[config.mk]
export PLATFORM = sky130hd
export DESIGN_NAME = swire_readback_tx
export DESIGN_NICKNAME = d
export VERILOG_FILES = /design/src/rtl/swrb_pkg.sv /design/src/rtl/swrb_sel_mux.sv /design/src/rtl/swrb_bit_timer.sv /design/src/rtl/swrb_frame_seq.sv /design/src/rtl/swire_readback_tx.sv
export SDC_FILE = /design/constraint.sdc
export NUM_CORES = 1
export LEC_CHECK = 0
export ABC_CLOCK_PERIOD_IN_PS = 2600
export BUFFER_PORTS_ARGS = -buffer_cell sky130_fd_sc_hd__clkbuf_2
export CORE_AREA = 2 2 86 88
export DETAILED_ROUTE_END_ITERATION = 16
export DIE_AREA = 0 0 88 90
export PLACE_DENSITY = 0.79
export SYNTH_ARGS = -nofsm -noshare
export SYNTH_HDL_FRONTEND = slang
export SYNTH_SLANG_ARGS = --single-unit
[constraint.sdc]
create_clock -name clk -period 2.6 [get_ports clk]
set_input_delay 0.52 -clock clk [delete_from_list [all_inputs] [get_ports clk]]
set_output_delay 0.52 -clock clk [all_outputs]
set_load 0.1 [all_outputs]
[src/rtl/swrb_pkg.sv]
package swrb_pkg;

  typedef enum logic [2:0] {
    PH_GAP, PH_PRE, PH_START, PH_DATA, PH_STOP, PH_REL
  } phase_e;

  // map a bit-slot index to its frame phase
  function automatic phase_e slot_phase(input int unsigned slot,
                                        input int unsigned gap,
                                        input int unsigned dw);
    if (slot < gap)                 return PH_GAP;
    else if (slot == gap)           return PH_PRE;
    else if (slot == gap + 1)       return PH_START;
    else if (slot < gap + 2 + dw)   return PH_DATA;
    else if (slot == gap + 2 + dw)  return PH_STOP;
    else                            return PH_REL;
  endfunction

  // clocks-per-bit minus one, with zero clamped to one clock
  function automatic logic [15:0] bit_limit(input logic [15:0] len);
    return (len == 16'd0) ? 16'd0 : len - 16'd1;
  endfunction

endpackage

[src/rtl/swrb_sel_mux.sv]
module swrb_sel_mux (
  input  logic [3:0]  ptr,
  input  logic [15:0] hold_reg,
  input  logic [7:0]  ee_addr,
  input  logic [7:0]  ee_data,
  input  logic [3:0]  cal_addr,
  input  logic [3:0]  cmd_nib,
  input  logic [3:0]  aloc,
  input  logic [3:0]  atim,
  input  logic [7:0]  temp_idx,
  input  logic [7:0]  bitclk_cnt,
  output logic [7:0]  sel_byte
);
  localparam logic [7:0] COMM_PATTERN = 8'hCA;

  always_comb begin
    unique case (ptr)
      4'h0:    sel_byte = hold_reg[7:0];
      4'h1:    sel_byte = hold_reg[15:8];
      4'h2:    sel_byte = {ee_addr[7:4], cal_addr};
      4'h3:    sel_byte = {cmd_nib, ptr};
      4'h4:    sel_byte = {aloc, atim};
      4'h5:    sel_byte = ee_addr;
      4'h6:    sel_byte = ee_data;
      4'h7:    sel_byte = temp_idx;
      4'h8:    sel_byte = bitclk_cnt;
      4'h9:    sel_byte = COMM_PATTERN;
      default: sel_byte = 8'h00;
    endcase
  end
endmodule

[src/rtl/swrb_bit_timer.sv]
module swrb_bit_timer #(
  parameter int BLW = 16
) (
  input  logic           clk,
  input  logic           rst_n,
  input  logic           clr,
  input  logic           run,
  input  logic [BLW-1:0] lim,
  output logic           bit_end
);
  logic [BLW-1:0] cnt;

  assign bit_end = run && (cnt == lim);

  always_ff @(posedge clk or negedge rst_n) begin
    if (!rst_n)       cnt <= '0;
    else if (clr)     cnt <= '0;
    else if (bit_end) cnt <= '0;
    else if (run)     cnt <= cnt + 1'b1;
  end


  cnt_within_limit_chk: assert property (@(posedge clk) disable iff (!rst_n)
    run |-> cnt <= lim);
endmodule

[src/rtl/swrb_frame_seq.sv]
module swrb_frame_seq
  import swrb_pkg::*;
#(
  parameter int GAP_BITS = 10,
  parameter int DATA_W   = 8,
  parameter int SLOT_W   = 5
) (
  input  logic              clk,
  input  logic              rst_n,
  input  logic              start,
  input  logic              bit_end,
  input  logic [DATA_W-1:0] tx_byte,
  output logic              busy,
  output logic              line_out,
  output logic              line_oe
);
  localparam int DATA0     = GAP_BITS + 2;
  localparam int LAST_SLOT = DATA0 + DATA_W + GAP_BITS;
  localparam int BIT_IW    = (DATA_W > 1) ? $clog2(DATA_W) : 1;

  logic [SLOT_W-1:0] slot;
  phase_e            phase;
  logic [BIT_IW-1:0] bit_idx;
  logic              last_slot;

  assign phase     = slot_phase(32'(slot), GAP_BITS, DATA_W);
  assign bit_idx   = BIT_IW'(32'(slot) - DATA0);
  assign last_slot = (32'(slot) == LAST_SLOT);

  always_ff @(posedge clk or negedge rst_n) begin
    if (!rst_n) begin
      busy <= 1'b0;
      slot <= '0;
    end else if (!busy) begin
      if (start) begin
        busy <= 1'b1;
        slot <= '0;
      end
    end else if (bit_end) begin
      if (last_slot) begin
        busy <= 1'b0;
        slot <= '0;
      end else begin
        slot <= slot + 1'b1;
      end
    end
  end

  always_comb begin
    line_oe  = 1'b0;
    line_out = 1'b1;
    if (busy) begin
      unique case (phase)
        PH_PRE:   begin line_oe = 1'b1; line_out = 1'b1; end
        PH_START: begin line_oe = 1'b1; line_out = 1'b0; end
        PH_DATA:  begin line_oe = 1'b1; line_out = tx_byte[bit_idx]; end
        PH_STOP:  begin line_oe = 1'b1; line_out = 1'b1; end
        default:  begin line_oe = 1'b0; line_out = 1'b1; end
      endcase
    end
  end


  preamble_high_chk: assert property (@(posedge clk) disable iff (!rst_n)
    $rose(line_oe) |-> line_out);

  release_after_stop_chk: assert property (@(posedge clk) disable iff (!rst_n)
    $fell(line_oe) |-> $past(line_out));

  no_drive_on_accept_chk: assert property (@(posedge clk) disable iff (!rst_n)
    (start && !busy) |=> !line_oe);
endmodule

[src/rtl/swire_readback_tx.sv]
module swire_readback_tx
  import swrb_pkg::*;
#(
  parameter int GAP_BITS = 10,
  parameter int BLW      = 16
) (
  input  logic           clk,
  input  logic           rst_n,
  input  logic           rd_req,
  input  logic [3:0]     rd_ptr,
  input  logic [BLW-1:0] bit_len,
  input  logic [15:0]    hold_reg,
  input  logic [7:0]     ee_addr,
  input  logic [7:0]     ee_data,
  input  logic [3:0]     cal_addr,
  input  logic [3:0]     cmd_nib,
  input  logic [3:0]     aloc,
  input  logic [3:0]     atim,
  input  logic [7:0]     temp_idx,
  input  logic [7:0]     bitclk_cnt,
  output logic           line_out,
  output logic           line_oe,
  output logic           ready
);
  localparam int DATA_W = 8;
  localparam int SLOTS  = GAP_BITS + 2 + DATA_W + GAP_BITS + 1;
  localparam int SLOT_W = $clog2(SLOTS);

  logic              busy, accept, bit_end;
  logic [DATA_W-1:0] sel_byte, tx_byte;
  logic [BLW-1:0]    lim;

  assign accept = rd_req && !busy;
  assign ready  = !busy;

  swrb_sel_mux u_mux (
    .ptr(rd_ptr), .hold_reg(hold_reg), .ee_addr(ee_addr), .ee_data(ee_data),
    .cal_addr(cal_addr), .cmd_nib(cmd_nib), .aloc(aloc), .atim(atim),
    .temp_idx(temp_idx), .bitclk_cnt(bitclk_cnt), .sel_byte(sel_byte)
  );

  always_ff @(posedge clk or negedge rst_n) begin
    if (!rst_n) begin
      tx_byte <= '0;
      lim     <= '0;
    end else if (accept) begin
      tx_byte <= sel_byte;
      lim     <= BLW'(bit_limit(16'(bit_len)));
    end
  end

  swrb_bit_timer #(.BLW(BLW)) u_timer (
    .clk(clk), .rst_n(rst_n), .clr(accept), .run(busy), .lim(lim),
    .bit_end(bit_end)
  );

  swrb_frame_seq #(.GAP_BITS(GAP_BITS), .DATA_W(DATA_W), .SLOT_W(SLOT_W)) u_seq (
    .clk(clk), .rst_n(rst_n), .start(accept), .bit_end(bit_end),
    .tx_byte(tx_byte), .busy(busy), .line_out(line_out), .line_oe(line_oe)
  );


  accept_drops_ready_chk: assert property (@(posedge clk) disable iff (!rst_n)
    (rd_req && ready) |=> !ready);

  busy_req_ignored_chk: assert property (@(posedge clk) disable iff (!rst_n)
    (rd_req && !ready) |=> ($stable(tx_byte) && $stable(lim)));

  no_drive_when_ready_chk: assert property (@(posedge clk) disable iff (!rst_n)
    ready |-> !line_oe);
endmodule

==> run summary <==
The combined area of all synthesized cells came out at 3270 µm². Dividing the detail-routed wire length by the instance count gives 13.7 µm. The worst setup path is of the flop to primary output kind.

Based on the critical path, the design can be clocked at up to 401 MHz. Top routing layer in use: met4. For the number of nets still failing antenna checks after routing, the log shows 0. The longest individual stage delay on the worst path is 0.45 ns, and the number of placement rows is 31. Before CTS, the worst setup slack after placement is 0.186 ns. The pin slew with the least headroom to its limit is 0.675 ns. The mean number of vias per cell is 5.48, and the relative contribution of combinational cells to total power is 28.2%.

Summing all placed instances gives a cell area of 3810 µm². The first routing iteration left 114 violations. Synthesis produced a netlist with a net count of 469. Summed over all failing endpoints, the final setup total negative slack is 0 ns.

The total overflow left after global routing is 0. The post-cts gate resize count is 1. The core region area was 7020 µm²; the via count of the first global-routing pass was 2930. Shortest clock period the worst path allows after layout: 2.49 ns. For the detailed-route DRC error count, the log shows 0. Routability-driven placement finished with a final weighted congestion of 0.880. The H-tree generated during clock tree synthesis spans 2 levels. Broken down by cell family, the worst path's largest delay share belongs to flip-flops. The die footprint is 7920 µm².

Across the run, the number of max-cap violations was 0. The most common cell in the synthesized netlist is sky130_fd_sc_hd__dfrtp_1. Averaged over all synthesized cells, the footprint is 8.67 µm². The number of antenna violations at the first check in global routing was 0; the maximum fanout count along the critical path was 7.

The tools report the maximum buffer depth of the clock tree as 2. The critical-path cell with the highest stage delay was sky130_fd_sc_hd__dfrtp_2. Detailed routing inserted a total of 3059 vias.

The first detailed-routing pass took 4 iterations. The clock-pin slew reported for the worst setup and hold paths after clock tree synthesis works out to 0.09 ns. The die is 88 µm wide. Of the total power, the share spent switching nets is 33.3%. Setup violations remaining at the end of the flow were counted as 0.

The count of yosys warnings during synthesis was 0. The path class of the lowest-slack min-delay path was input port to async pin. Synthesized instance count: 377.

By count the netlist is led by sky130_fd_sc_hd__dfrtp_1 (46), sky130_fd_sc_hd__nand2_1 (41), sky130_fd_sc_hd__nor2_1 (35), sky130_fd_sc_hd__o21ai_0 (30), sky130_fd_sc_hd__xnor2_1 (30). The most common flop cell mapped by yosys was sky130_fd_sc_hd__dfrtp_1. Cell internal power was estimated by the tool at 1320 µW. The analysis attributes to cell leakage a power of 0.00172 µW. Number of cell instances on the worst register-to-register path: 5. TritonCTS built the clock tree.

The synthesis-to-layout area growth is 19.7%. The final layout net count came out at 550. The synthesized design contains 46 register bits. The number of buffer and inverter instances along the worst setup path is 2, and the share of synthesized registers carrying an async set or reset is 100%. The wire length of the first global-routing pass was 13.3 mm; the sum of net half-perimeters after detailed placement was 6.04 mm.

Summed over all instances, the cell type with the most area after synthesis is sky130_fd_sc_hd__dfrtp_1. Hold repair after CTS inserted 0 buffers. 0 antenna diodes ended up in the layout. The share of layout cells above drive strength 1 came out at 28.8%.

The worst setup path is captured at a primary output. For the maximum clock skew at final layout, the log shows 0.00513 ns. Part of the power in registers: 49.3%. In the post-synthesis netlist, the biggest area contributors are sky130_fd_sc_hd__dfrtp_1 (35%), sky130_fd_sc_hd__xnor2_1 (8.0%), sky130_fd_sc_hd__nand2_1 (4.7%). The vertical die dimension came out at 90 µm. The routed design uses 3.81 mm of met2 wire. The number of setup buffers added after CTS was 0.

For the worst-skew pair, the clock arrives at the later sink with an insertion delay of 0.30 ns. The tools report the top-level I/O count as 90. Total clock sinks: 46. The share of synthesized area in the top cell type comes to 35.2%. Final critical-path setup slack: 0.108 ns. Clock tree synthesis selected as its root buffer the cell sky130_fd_sc_hd__clkbuf_8. The critical path crosses 6 cells after its start point.

Counting distinct cell types in the post-synthesis netlist gives 53. Power spread over the standard cell area amounts to 506 nW/µm². TritonCTS created 5 clock buffers. The flow ran to the end, and the final reports show no timing, DRC or antenna violations.

The routed wire length on met3 was 336 µm. For the count of final hold-check violations, the log shows 0. Input and output buffers added on the ports amount to 89. For this design the total switching power over the nets is 660 µW. For the worst setup path, the data required time is 2.08 ns. The worst-case IR drop observed on VDD is 0.228 mV.

Walking the worst path, the cells encountered are inv_1 > ha_1 > nor4b_1 > a211o_1 > nand3_1 > clkbuf_4. The number of enable-type register cells in the synthesized netlist is 0. The detailed-routing wirelength on met1 came out at 3.42 mm. The power share of the clock group is 22.5%, and the final routed wirelength across all metal layers is 7.67 mm. Finished layout cell area: 3910 µm².

Of the synthesized area, sequential elements account for 35.2%. STA classifies the critical path startpoint as a flop. Setup repair after global routing left no endpoint under its margin. Once the floorplan was initialized, standard cells occupied 46.6% of the core.

The final-report max-slew violation count was 0. Entering global routing, the biggest net connects 38 pins. For the worst setup path, the data arrival time is 1.97 ns. The global routing usage summed across all routing layers is 20.3%, and the final period utilization is 95.9%. Headroom to the max-slew limit came out at 55.0%.
==> power by group through the flow <==
stage	Clock (µW)	Combinational (µW)	Sequential, µW
floorplan	0	437	920
global placement	0	538	976
detailed placement	0	561	984
CTS	455	564	972
global route	487	635	992
finish	446	558	975
==> cell families after synthesis <==
kind of cell,synth area share (%)
buf+inv,3.90
xor+xnor,11.3
fa+ha+maj,1.91
simple gates,22.0
mux,7.92
flops,35.2
compound gates,17.8
==> path summary, 6_finish.rpt <==
check / from / endpoint / slack, ns
min in group clk: bit_len[0] / lim[0]$_DFFE_PN0P_ / 0.44
worst max register to register: u_timer.cnt[4]$_DFFE_PN0P_ / u_timer.cnt[1]$_DFFE_PN0P_ / 0.65
max in group asynchronous: rst_n / u_seq.slot[0]$_DFFE_PN0P_ / 2.13
worst max-delay path: u_seq.slot[0]$_DFFE_PN0P_ / line_out / 0.11
worst min-delay path: rst_n / u_timer.cnt[7]$_DFFE_PN0P_ / 0.18
worst min register to register: tx_byte[4]$_DFFE_PN0P_ / tx_byte[4]$_DFFE_PN0P_ / 0.50
==> flip-flops by register name (all words and copies together) (netlist names) <==
signal,cells
tx_byte,8
u_seq.slot,5
lim,16
u_seq.busy,1
u_timer.cnt,16
==> cell type report <==
cell class              instances  area, µm²
multi-input cells             299       1990
clock inverters                 3       25.0
well taps                      99        124
inverters                       7       26.3
fillers                       615       3110
clock buffers                   5       68.8
repair buffers                 99        523
flip-flops and latches         46       1150
==> metrics by stage <==
step	utilization [%]	total power, µW	cells	hold slack (ns)
after CTS	55.7	1990	558	0.193
after global routing	55.7	2110	558	0.209
after global placement	54.3	1510	550	0.466
final	55.7	1980	558	0.180
after detailed placement	54.3	1550	550	0.478
after floorplan	-	1360	377	0.224
==> placed cells by master (no fill, tap or decap), drive strengths merged, types with 5 or more instances in the layout <==
master | synthesis | layout
xor2 | 12 | 12
clkbuf | 22 | 94
o21ai | 31 | 31
mux2 | 9 | 9
xnor2 | 30 | 30
buf | 3 | 10
mux2i | 9 | 9
nand4 | 9 | 9
a211oi | 8 | 8
nor2 | 35 | 35
a22oi | 5 | 5
nand3 | 11 | 11
inv | 7 | 8
nor3 | 11 | 11
nand2b | 5 | 5
ha | 5 | 5
nor2b | 6 | 6
nand2 | 41 | 41
a21oi | 11 | 11
dfrtp | 46 | 46
==> routing by layer <==
metal | vias to the layer above | GRT usage [%]
li1 | 1519 | -
met1 | 1443 | 28.3
met2 | 85 | 32.7
met3 | 12 | 3.58
met4 | 0 | 5.13
met5 | - | 0
(Power assumes the default switching activity.)
